`src/rtl/hrp_pkg.sv`:
```
package hrp_pkg;
  typedef enum logic [1:0] {
    MODE_DSTROBE = 2'd0,
    MODE_RWSTROBE = 2'd1,
    MODE_SERIAL = 2'd2
  } host_mode_e;

  function automatic host_mode_e pick_mode(input logic ser, input logic ctl);
    if (ser) return MODE_SERIAL;
    else if (ctl) return MODE_RWSTROBE;
    else return MODE_DSTROBE;
  endfunction
endpackage

```
`src/rtl/hrp_sync.sv`:
```
module hrp_sync #(
  parameter int W = 1,
  parameter int STAGES = 2
) (
  input  logic         clk,
  input  logic         rst,
  input  logic [W-1:0] d,
  output logic [W-1:0] q
);
  logic [W-1:0] chain [STAGES];

  generate
    for (genvar s = 0; s < STAGES; s++) begin : g_stage
      always_ff @(posedge clk) begin
        if (rst) chain[s] <= '0;
        else if (s == 0) chain[s] <= d;
        else chain[s] <= chain[(s == 0) ? 0 : s-1];
      end
    end
  endgenerate

  assign q = chain[STAGES-1];
endmodule

```
`src/rtl/hrp_regbank.sv`:
```
module hrp_regbank #(
  parameter int AW = 8,
  parameter int DW = 8
) (
  input  logic          clk,
  input  logic          we,
  input  logic [AW-1:0] waddr,
  input  logic [DW-1:0] wdata,
  input  logic [AW-1:0] raddr,
  output logic [DW-1:0] rdata
);
  localparam int DEPTH = 1 << AW;
  logic [DW-1:0] mem [DEPTH];

  always_ff @(posedge clk) begin
    if (we) mem[waddr] <= wdata;
    rdata <= mem[raddr];
  end
endmodule

```
`src/rtl/hrp_par.sv`:
```
module hrp_par #(
  parameter int AW = 8,
  parameter int DW = 8
) (
  input  logic          clk,
  input  logic          rst,
  input  logic          sel,
  input  logic          rwstyle,
  input  logic          armed,
  input  logic          line_a,
  input  logic          line_b,
  input  logic [AW-1:0] addr_i,
  input  logic [DW-1:0] din_i,
  output logic          wr_go,
  output logic          rd_go,
  output logic          rd_on,
  output logic [AW-1:0] addr_o,
  output logic [DW-1:0] wdata_o
);
  logic wr_lvl, rd_lvl, wr_prev, rd_prev, rd_hold;

  always_comb begin
    if (rwstyle) begin
      wr_lvl = !line_a;
      rd_lvl = !line_b;
    end else begin
      wr_lvl = !line_b && !line_a;
      rd_lvl = !line_b && line_a;
    end
  end

  assign wr_go = sel && armed && wr_lvl && !wr_prev;
  assign rd_go = sel && armed && rd_lvl && !rd_prev && !wr_lvl;
  assign rd_on = rd_hold && sel && rd_lvl;
  assign addr_o = addr_i;
  assign wdata_o = din_i;

  always_ff @(posedge clk) begin
    if (rst) begin
      wr_prev <= 1'b0;
      rd_prev <= 1'b0;
      rd_hold <= 1'b0;
    end else begin
      wr_prev <= sel && wr_lvl;
      rd_prev <= sel && rd_lvl;
      if (rd_go) rd_hold <= 1'b1;
      else if (!(sel && rd_lvl)) rd_hold <= 1'b0;
    end
  end
endmodule

```
`src/rtl/hrp_spi.sv`:
```
module hrp_spi #(
  parameter int AW = 8,
  parameter int DW = 8
) (
  input  logic          clk,
  input  logic          rst,
  input  logic          sel,
  input  logic          armed,
  input  logic          sck,
  input  logic          sdi,
  input  logic [DW-1:0] rdata,
  output logic          wr_go,
  output logic          rd_go,
  output logic [AW-1:0] addr_o,
  output logic [DW-1:0] wdata_o,
  output logic          sdo,
  output logic          sck_fall
);
  localparam int FRAME = 1 + AW + DW;
  localparam int CW = $clog2(FRAME + 1);
  localparam int OCW = $clog2(DW + 1);

  logic             sck_prev, hdr_evt, frm_evt, is_rd, rise;
  logic [CW-1:0]    cnt;
  logic [FRAME-1:0] sh;
  logic [DW-1:0]    osh;
  logic [OCW-1:0]   ocnt;

  assign rise = sel && sck && !sck_prev;
  assign sck_fall = sel && !sck && sck_prev;

  assign rd_go = hdr_evt && sel && armed && sh[AW];
  assign wr_go = frm_evt && sel && armed && !sh[FRAME-1];
  assign addr_o = frm_evt ? sh[FRAME-2:DW] : sh[AW-1:0];
  assign wdata_o = sh[DW-1:0];

  always_ff @(posedge clk) begin
    if (rst) begin
      sck_prev <= 1'b0;
      hdr_evt <= 1'b0;
      frm_evt <= 1'b0;
      is_rd <= 1'b0;
      cnt <= '0;
      sh <= '0;
      osh <= '0;
      ocnt <= '0;
      sdo <= 1'b0;
    end else begin
      sck_prev <= sck;
      hdr_evt <= rise && (cnt == CW'(AW));
      frm_evt <= rise && (cnt == CW'(FRAME - 1));
      if (!sel) begin
        cnt <= '0;
        sh <= '0;
        is_rd <= 1'b0;
        osh <= '0;
        ocnt <= '0;
        sdo <= 1'b0;
      end else begin
        if (rise && (cnt < CW'(FRAME))) begin
          sh <= {sh[FRAME-2:0], sdi};
          cnt <= cnt + 1'b1;
        end
        if (rd_go) is_rd <= 1'b1;
        if (sck_fall && is_rd && (ocnt < OCW'(DW))) begin
          if (ocnt == '0) begin
            sdo <= rdata[DW-1];
            osh <= {rdata[DW-2:0], 1'b0};
          end else begin
            sdo <= osh[DW-1];
            osh <= {osh[DW-2:0], 1'b0};
          end
          ocnt <= ocnt + 1'b1;
        end
      end
    end
  end
endmodule

```
`src/rtl/hostreg_port.sv`:
```
module hostreg_port
  import hrp_pkg::*;
#(
  parameter int AW = 8,
  parameter int DW = 8,
  parameter int SYNC_STAGES = 2
) (
  input  logic          clk,
  input  logic          rst,
  input  logic          cs_n,
  input  logic          ser_en,
  input  logic          ctl_sel,
  input  logic          rw_wr_sdi,
  input  logic          ds_rd_sck,
  input  logic [AW-1:0] addr,
  input  logic [DW-1:0] d_in,
  output logic [DW-1:0] d_out,
  output logic          d_oe,
  output logic          sdo,
  output logic          sdo_oe,
  output logic          test_mode
);
  localparam int NSYNC = 5 + AW + DW;

  logic [NSYNC-1:0] raw_v, syn_v;
  logic             cs_s, ser_s, ctl_s, la_s, lb_s;
  logic [AW-1:0]    addr_s;
  logic [DW-1:0]    din_s;
  host_mode_e       mode;

  assign raw_v = {cs_n, ser_en, ctl_sel, rw_wr_sdi, ds_rd_sck, addr, d_in};

  hrp_sync #(.W(NSYNC), .STAGES(SYNC_STAGES)) u_sync (
    .clk(clk), .rst(rst), .d(raw_v), .q(syn_v)
  );

  assign {cs_s, ser_s, ctl_s, la_s, lb_s, addr_s, din_s} = syn_v;
  assign mode = pick_mode(ser_s, ctl_s);

  logic cs_prev, armed, cs_fell, par_sel, spi_sel;
  assign cs_fell = cs_prev && !cs_s;
  assign par_sel = !cs_s && (mode != MODE_SERIAL);
  assign spi_sel = !cs_s && (mode == MODE_SERIAL);

  logic          par_wr_go, par_rd_go, par_rd_on;
  logic [AW-1:0] par_addr;
  logic [DW-1:0] par_wdata;

  hrp_par #(.AW(AW), .DW(DW)) u_par (
    .clk(clk), .rst(rst), .sel(par_sel), .rwstyle(mode == MODE_RWSTROBE),
    .armed(armed), .line_a(la_s), .line_b(lb_s), .addr_i(addr_s), .din_i(din_s),
    .wr_go(par_wr_go), .rd_go(par_rd_go), .rd_on(par_rd_on),
    .addr_o(par_addr), .wdata_o(par_wdata)
  );

  logic          spi_wr_go, spi_rd_go, spi_sck_fall, spi_sdo;
  logic [AW-1:0] spi_addr;
  logic [DW-1:0] spi_wdata;
  logic [DW-1:0] rdata;

  hrp_spi #(.AW(AW), .DW(DW)) u_spi (
    .clk(clk), .rst(rst), .sel(spi_sel), .armed(armed), .sck(lb_s), .sdi(la_s),
    .rdata(rdata), .wr_go(spi_wr_go), .rd_go(spi_rd_go), .addr_o(spi_addr),
    .wdata_o(spi_wdata), .sdo(spi_sdo), .sck_fall(spi_sck_fall)
  );

  logic          bank_we;
  logic [AW-1:0] bank_waddr, rd_addr;
  logic [DW-1:0] bank_wdata;

  assign bank_we = par_wr_go || spi_wr_go;
  assign bank_waddr = par_wr_go ? par_addr : spi_addr;
  assign bank_wdata = par_wr_go ? par_wdata : spi_wdata;

  hrp_regbank #(.AW(AW), .DW(DW)) u_bank (
    .clk(clk), .we(bank_we), .waddr(bank_waddr), .wdata(bank_wdata),
    .raddr(rd_addr), .rdata(rdata)
  );

  always_ff @(posedge clk) begin
    if (rst) begin
      cs_prev <= 1'b0;
      armed <= 1'b0;
      rd_addr <= '0;
      test_mode <= 1'b1;
      d_out <= '0;
      d_oe <= 1'b0;
      sdo_oe <= 1'b0;
    end else begin
      cs_prev <= cs_s;
      if (cs_s) armed <= 1'b0;
      else if (cs_fell) armed <= 1'b1;
      else if (par_wr_go || par_rd_go || spi_wr_go || spi_rd_go) armed <= 1'b0;
      if (par_rd_go) rd_addr <= par_addr;
      else if (spi_rd_go) rd_addr <= spi_addr;
      if (cs_s) test_mode <= 1'b0;
      d_out <= rdata;
      d_oe <= par_rd_on;
      sdo_oe <= spi_sel;
    end
  end

  assign sdo = spi_sdo;
endmodule

```
`config.mk`:
```
export PLATFORM = sky130hd
export DESIGN_NAME = hostreg_port
export DESIGN_NICKNAME = d
export VERILOG_FILES = /design/src/rtl/hrp_pkg.sv /design/src/rtl/hrp_sync.sv /design/src/rtl/hrp_regbank.sv /design/src/rtl/hrp_par.sv /design/src/rtl/hrp_spi.sv /design/src/rtl/hostreg_port.sv
export SDC_FILE = /design/constraint.sdc
export NUM_CORES = 2
export LEC_CHECK = 0
export ABC_AREA = 1
export BUFFER_PORTS_ARGS = -buffer_cell sky130_fd_sc_hd__buf_2
export CAP_MARGIN = 20
export CELL_PAD_IN_SITES_DETAIL_PLACEMENT = 0
export CELL_PAD_IN_SITES_GLOBAL_PLACEMENT = 1
export CORE_MARGIN = 2
export CORE_UTILIZATION = 56
export CTS_CLUSTER_DIAMETER = 150
export DETAILED_ROUTE_END_ITERATION = 12
export PLACE_DENSITY_LB_ADDON = 0.1
export SLEW_MARGIN = 20
export SYNTH_ARGS = -nofsm -noshare
export SYNTH_HDL_FRONTEND = slang
export SYNTH_SLANG_ARGS = --single-unit
```
`constraint.sdc`:
```
create_clock -name clk -period 39.3 [get_ports clk]
set_clock_uncertainty 0.1 [all_clocks]
set_input_delay 7.86 -clock clk [delete_from_list [all_inputs] [get_ports clk]]
set_output_delay 7.86 -clock clk [all_outputs]
set_load 0.02 [all_outputs]
```
Yosys cells after proc, flatten, opt, wreduce, memory -nomap -nowiden. Memories as Yosys holds them, arrays and structs flattened. A register that Yosys moved wholly into a read port is not among the register bits. Index checks and enable logic that the tools add are counted.

Shift operators: 0. Mux-type cells: 22. Reductions and logical operators: 47. Magnitude comparators: 2. Multiply operators: 0. Divide/modulo/power cells: 0. Add/subtract/negate cells: 2. Bitwise logic cells: 3. Eq/ne operators: 6.

Operators by type and width (count): two-way mux 8 bit (6); two-way mux 21 bit (2); logical AND 1 bit (30); two-way mux 1 bit (13); zero test 1 bit (8); adder 5 x 1 -> 5 bit (second input constant) (1); equality test 5 x 4 -> 1 bit (second input constant) (1); equality test 5 bit (second input constant) (1); < comparator 5 bit (second input constant) (1); adder 4 x 1 -> 4 bit (second input constant) (1); zero test 4 bit (1); logical OR 1 bit (4); < comparator 4 bit (second input constant) (1); inequality test 2 bit (second input constant) (2); nonzero test 2 bit (2); OR reduction 2 bit (2); equality test 2 x 1 -> 1 bit (second input constant) (1); equality test 2 bit (second input constant) (1); two-way mux 2 bit (1); bitwise OR 1 bit (2); NOT 1 bit (1).

Flip-flop bits (word level): 63. ROM bits: 0. Memories: 2. Bits in latches: 0. Memory bits (writable): 2090. Input port bits: 23.

Memory list: u_bank.mem (words 256, bits a word 8, read ports 1, clocked after memory_dff 1, wr ports 1, RTL line hrp_regbank.sv:13) `logic [DW-1:0] mem [DEPTH];`; u_sync.chain (words 2, bits a word 21, read ports 2, clocked after memory_dff 0, wr ports 2, RTL line hrp_sync.sv:10) `logic [W-1:0] chain [STAGES];`.

Logic depth before layout (Yosys ltp).
Depth in word-level cells: 13. Depth in mapped cells: 15. Gate-level depth less buffers: 12.

Cells and area by module. Synthesis repeated with hierarchy kept, for this count alone.

Cell total of the unflattened synthesis: 7588. Area, all modules: 87671.6 um2.

Modules (own cells, without submodules): hrp_regbank (sequential area each 61659.1 um2, instances 1, cells an instance 7003, area each 83396.2 um2); hrp_spi (sequential area each 760.7 um2, instances 1, cells an instance 254, area each 1749.2 um2); hrp_sync (sequential area each 840.8 um2, instances 1, cells an instance 131, area each 1212.4 um2); hostreg_port (sequential area each 420.4 um2, instances 1, cells an instance 162, area each 1038.5 um2); hrp_par (sequential area each 60.1 um2, instances 1, cells an instance 38, area each 275.3 um2).

Least setup slack after synthesis. Ideal clock, no wire load.

Path kind: register to register. Start point: memory u_sync.chain[1][19] (netlist bit). End point: memory u_bank.mem[0][0], data pin. Data required time: 37.012 ns. Buffers on the path: 1. Setup slack: 26.203 ns. Cell stages (with the launch flop): 8. Setup time: 2.188 ns. Period minus slack after synthesis: 13.097 ns. Arrival time: 10.809 ns. Path through: dfxtp_1 inv_2 nand2_1 a21oi_4 nand2_4 inv_2 clkbuf_1 o21ai_0.

RTL lines (RTL line): from (decl) (hrp_sync.sv:10); to (decl) (hrp_regbank.sv:13).

Worst setup path in the final report.
Start point: register u_spi.sdo. End point: output sdo.

RTL lines: from (decl) (RTL line hrp_spi.sv:16) `output logic sdo,`; from (signal assigned) (RTL line hrp_spi.sv:67) `sdo <= rdata[DW-1];`; from (signal assigned) (RTL line hrp_spi.sv:70) `sdo <= osh[DW-1];`; to (decl) (RTL line hostreg_port.sv:19) `output logic sdo,`.

No word-level cell between the ends.

==> impl_results.md <==
* Synth warnings at 0
* Drt pass-1 iters at 6
* Setup Fix Bufs, Post-CTS at 0
* I/O pin count at 35
* Distinct cells, synth at 38
* DR WL/cell at 24.3 um
* Cell breakdown of the critical path: buf_2
* Final RePlAce weighted congestion at 0.828
* Die H at 398 um
* Layout cells sized above 1 at 6.09%
* Hold Path Stages at 2
* Crit path time final at 9.27 ns
* CP Data Arrival Time at 1.31 ns
* Fin util at 61.6%
* Reg2reg start: rd_addr[0]
* Drt total wl at 231,000 um
* GRT Total Usage at 29.1%
* # fillers at 12,200
* Crit-path max FO at 2
* Core footprint at 154,000 sq um
* Reg2Reg Depth at 13
* First-pass GRT wire length at 344,000 um
* PD cells at 46.7 nW/um^2
* Met1 usage at 43.1%
* Multi-input gate area at 20,600 sq um
* Number of port buffers at 34
* Asr flop ratio synth at 0%
* Setup CP Type: flip-flop to output port
* Fmax at 108 MHz
* Synthesized area at 86,800 sq um
* Average size of a mapped cell at 11.6 sq um
* Pins Over Slew Limit at 0
* Initial antenna violation count at 3
* Nets at 7,333
* Clock Sinks at 2,160
* Clock Root Buffer: clkbuf_16
* Final Setup Violations at 0
* Hold path start: u_sync.chain[0][6]
* Register area share after synthesis at 73.5%
* Pleak at 31.4 nW
* Setup crit end kind: output port
* Total negative setup slack at 0 ns
* CP max stage delay at 0.33 ns
* 1st-iter DRT viols at 6,356
* Vias in the first global route at 52,900
* GRT busiest layer: met2
* Critical path buffers and inverters at 1
* Syn Inst Count at 7,481
* Overflow after GRT at 0
* Area growth, synth to finish at 9.42%
* Unrepaired setup endpoints after global routing: no
* Status: complete, no violations
* Max Buffers Root-to-Sink at 3
* DP Wirelength at 121,000 um
* Reg clk slew, reported paths at 0.06 ns
* Worst-Skew Late Latency at 0.82 ns
* Syn nets at 7,508
* Starting Density at 56.3%
* Die W at 398 um
* Worst slack, placed at 29.27 ns
* Cts repair resizes at 0
* MaxCap Viol Count at 0
* Final period util at 23.6%
* Primary FF master, synth: edfxtp_1
* Worst Setup SP: u_spi.sdo
* Rel. slew slack at 20.6%
* Worst min path class: flip-flop to flip-flop
* Final worst slack at 30.03 ns
* GR Util met3 at 5.10%
* CP delay by family, top: flip-flops
* Startpoint types: flip-flop
* Vias per Instance at 5.92
* Hold Vio Cnt, Final at 0
* H-tree depth at 4
* Post-synth EDFFs at 2,048
* CTS Buf Count at 212
* Flops & latches, synth at 2,160
* GR Layer Usage met2 at 44.2%
* CTS tree: built
* CP max-delay cell: dfxtp_1
* Hold-fix buffers, CTS at 0
* Worst Max-Slew Pin Slew at 1.19 ns
* Rows at 144
* Max VDD drop at 0.0396 mV
* DRC Markers at 0
* DRT antenna net count at 0
* DIE AREA at 158,000 sq um
* Largest net degree at the start of global routing at 206
* Via count at 56,300
* Register area at 63,800 sq um
* CP Depth at 1
* Required @ worst endpoint at 31.34 ns
## worst min-delay path, delay by kind of cell, from the launching register on
kind	cells	cell delay [ns]
buffers and inverters	1	0.04
and+or+nand+nor	1	0.03
DFF	1	0.29
## registers in the layout (all words and copies together) (netlist names), 4 cells and up
name	flops
u_spi.osh	7
u_spi.cnt	5
rd_addr	8
u_spi.sh	17
u_spi.ocnt	4
u_bank.mem	2048
u_sync.chain	42
d_out	8
u_bank.rdata	8
## layer usage
layer	vias up	share of wire, %	wire length [um]
met3	351	8.0	18500
met4	0	2.9	6710
met2	2194	46	106000
met5	-	0	0
li1	26000	-	-
met1	27800	43	99300
## placed cells by master, fill, tap and decap left out, drive strengths merged
cell and count:
a211oi 4, a21o 1, a21oi 35, a31oi 9, buf 111, bufinv 11, clkbuf 280, clkinv 89
clkinvlp 1, dfxtp 112, diode 2, edfxtp 2048, ha 4, inv 133, mux2i 1, nand2 2193
nand3 2024, nand4 2, nor2 354, nor3 4, nor3b 1, nor4 4, o21ai 50, o31ai 1
or2 2
## Yosys cell counts, types with 4 or more instances
master / number / area (sq um)
a211oi_1: 4 / 30.0
a21oi_1: 34 / 170
a31oi_1: 9 / 56.3
buf_1: 59 / 221
buf_2: 100 / 500
clkbuf_1: 339 / 1270
dfxtp_1: 112 / 2240
edfxtp_1: 2048 / 61500
ha_1: 4 / 50.1
inv_1: 121 / 454
inv_2: 10 / 37.5
nand2_1: 2178 / 8180
nand2_2: 13 / 81.3
nand3_1: 2022 / 10100
nor2_1: 346 / 1300
nor2_4: 6 / 67.6
o21ai_0: 42 / 210
o21ai_2: 5 / 43.8
## area by class of cell
class	instances	area share [%]
sequential	2160	67.2
multi-input combinational	4689	21.7
clock buffer	280	6.07
tap	2044	2.69
timing repair buffer	111	1.01
clock inverter	102	0.788
inverter	132	0.548
antenna	2	0.00527
## logic make-up after synthesis
logic type / count (synthesis) / share of synthesized area [%]
flops: 2160 / 73.5
mux: 1 / 0.0260
buf+inv: 632 / 2.89
fa+ha+maj: 4 / 0.0577
compound gates: 100 / 0.655
simple gates: 4584 / 22.9
## where the power goes
group,switching [mW],internal [mW]
Combinational,0.0119,0.00381
Sequential,0.00178,2.48
Clock,0.836,1.09
Total,0.850,3.58
## path summary, 6_finish.rpt
path,to,slack (ns)
worst max-delay path,sdo,30.03
worst min-delay path,u_sync.chain[1][6],0.30
worst max register to register,u_bank.rdata[0],33.92
worst min register to register,u_sync.chain[1][6],0.30
## stage by stage
step                std cells  instance area [sq um]  power, mW  hold slack (ns)
finish                   9520                  94900       4.43            0.301
global route             9518                  94900       4.54            0.315
CTS                      9518                  94900       4.45            0.305
detailed placement       9136                  88400       2.55            0.296
global placement         9136                  88400       2.55            0.298
floorplan                7481                  86800       2.55            0.288
Note: power is estimated with default switching activity, not from simulation.
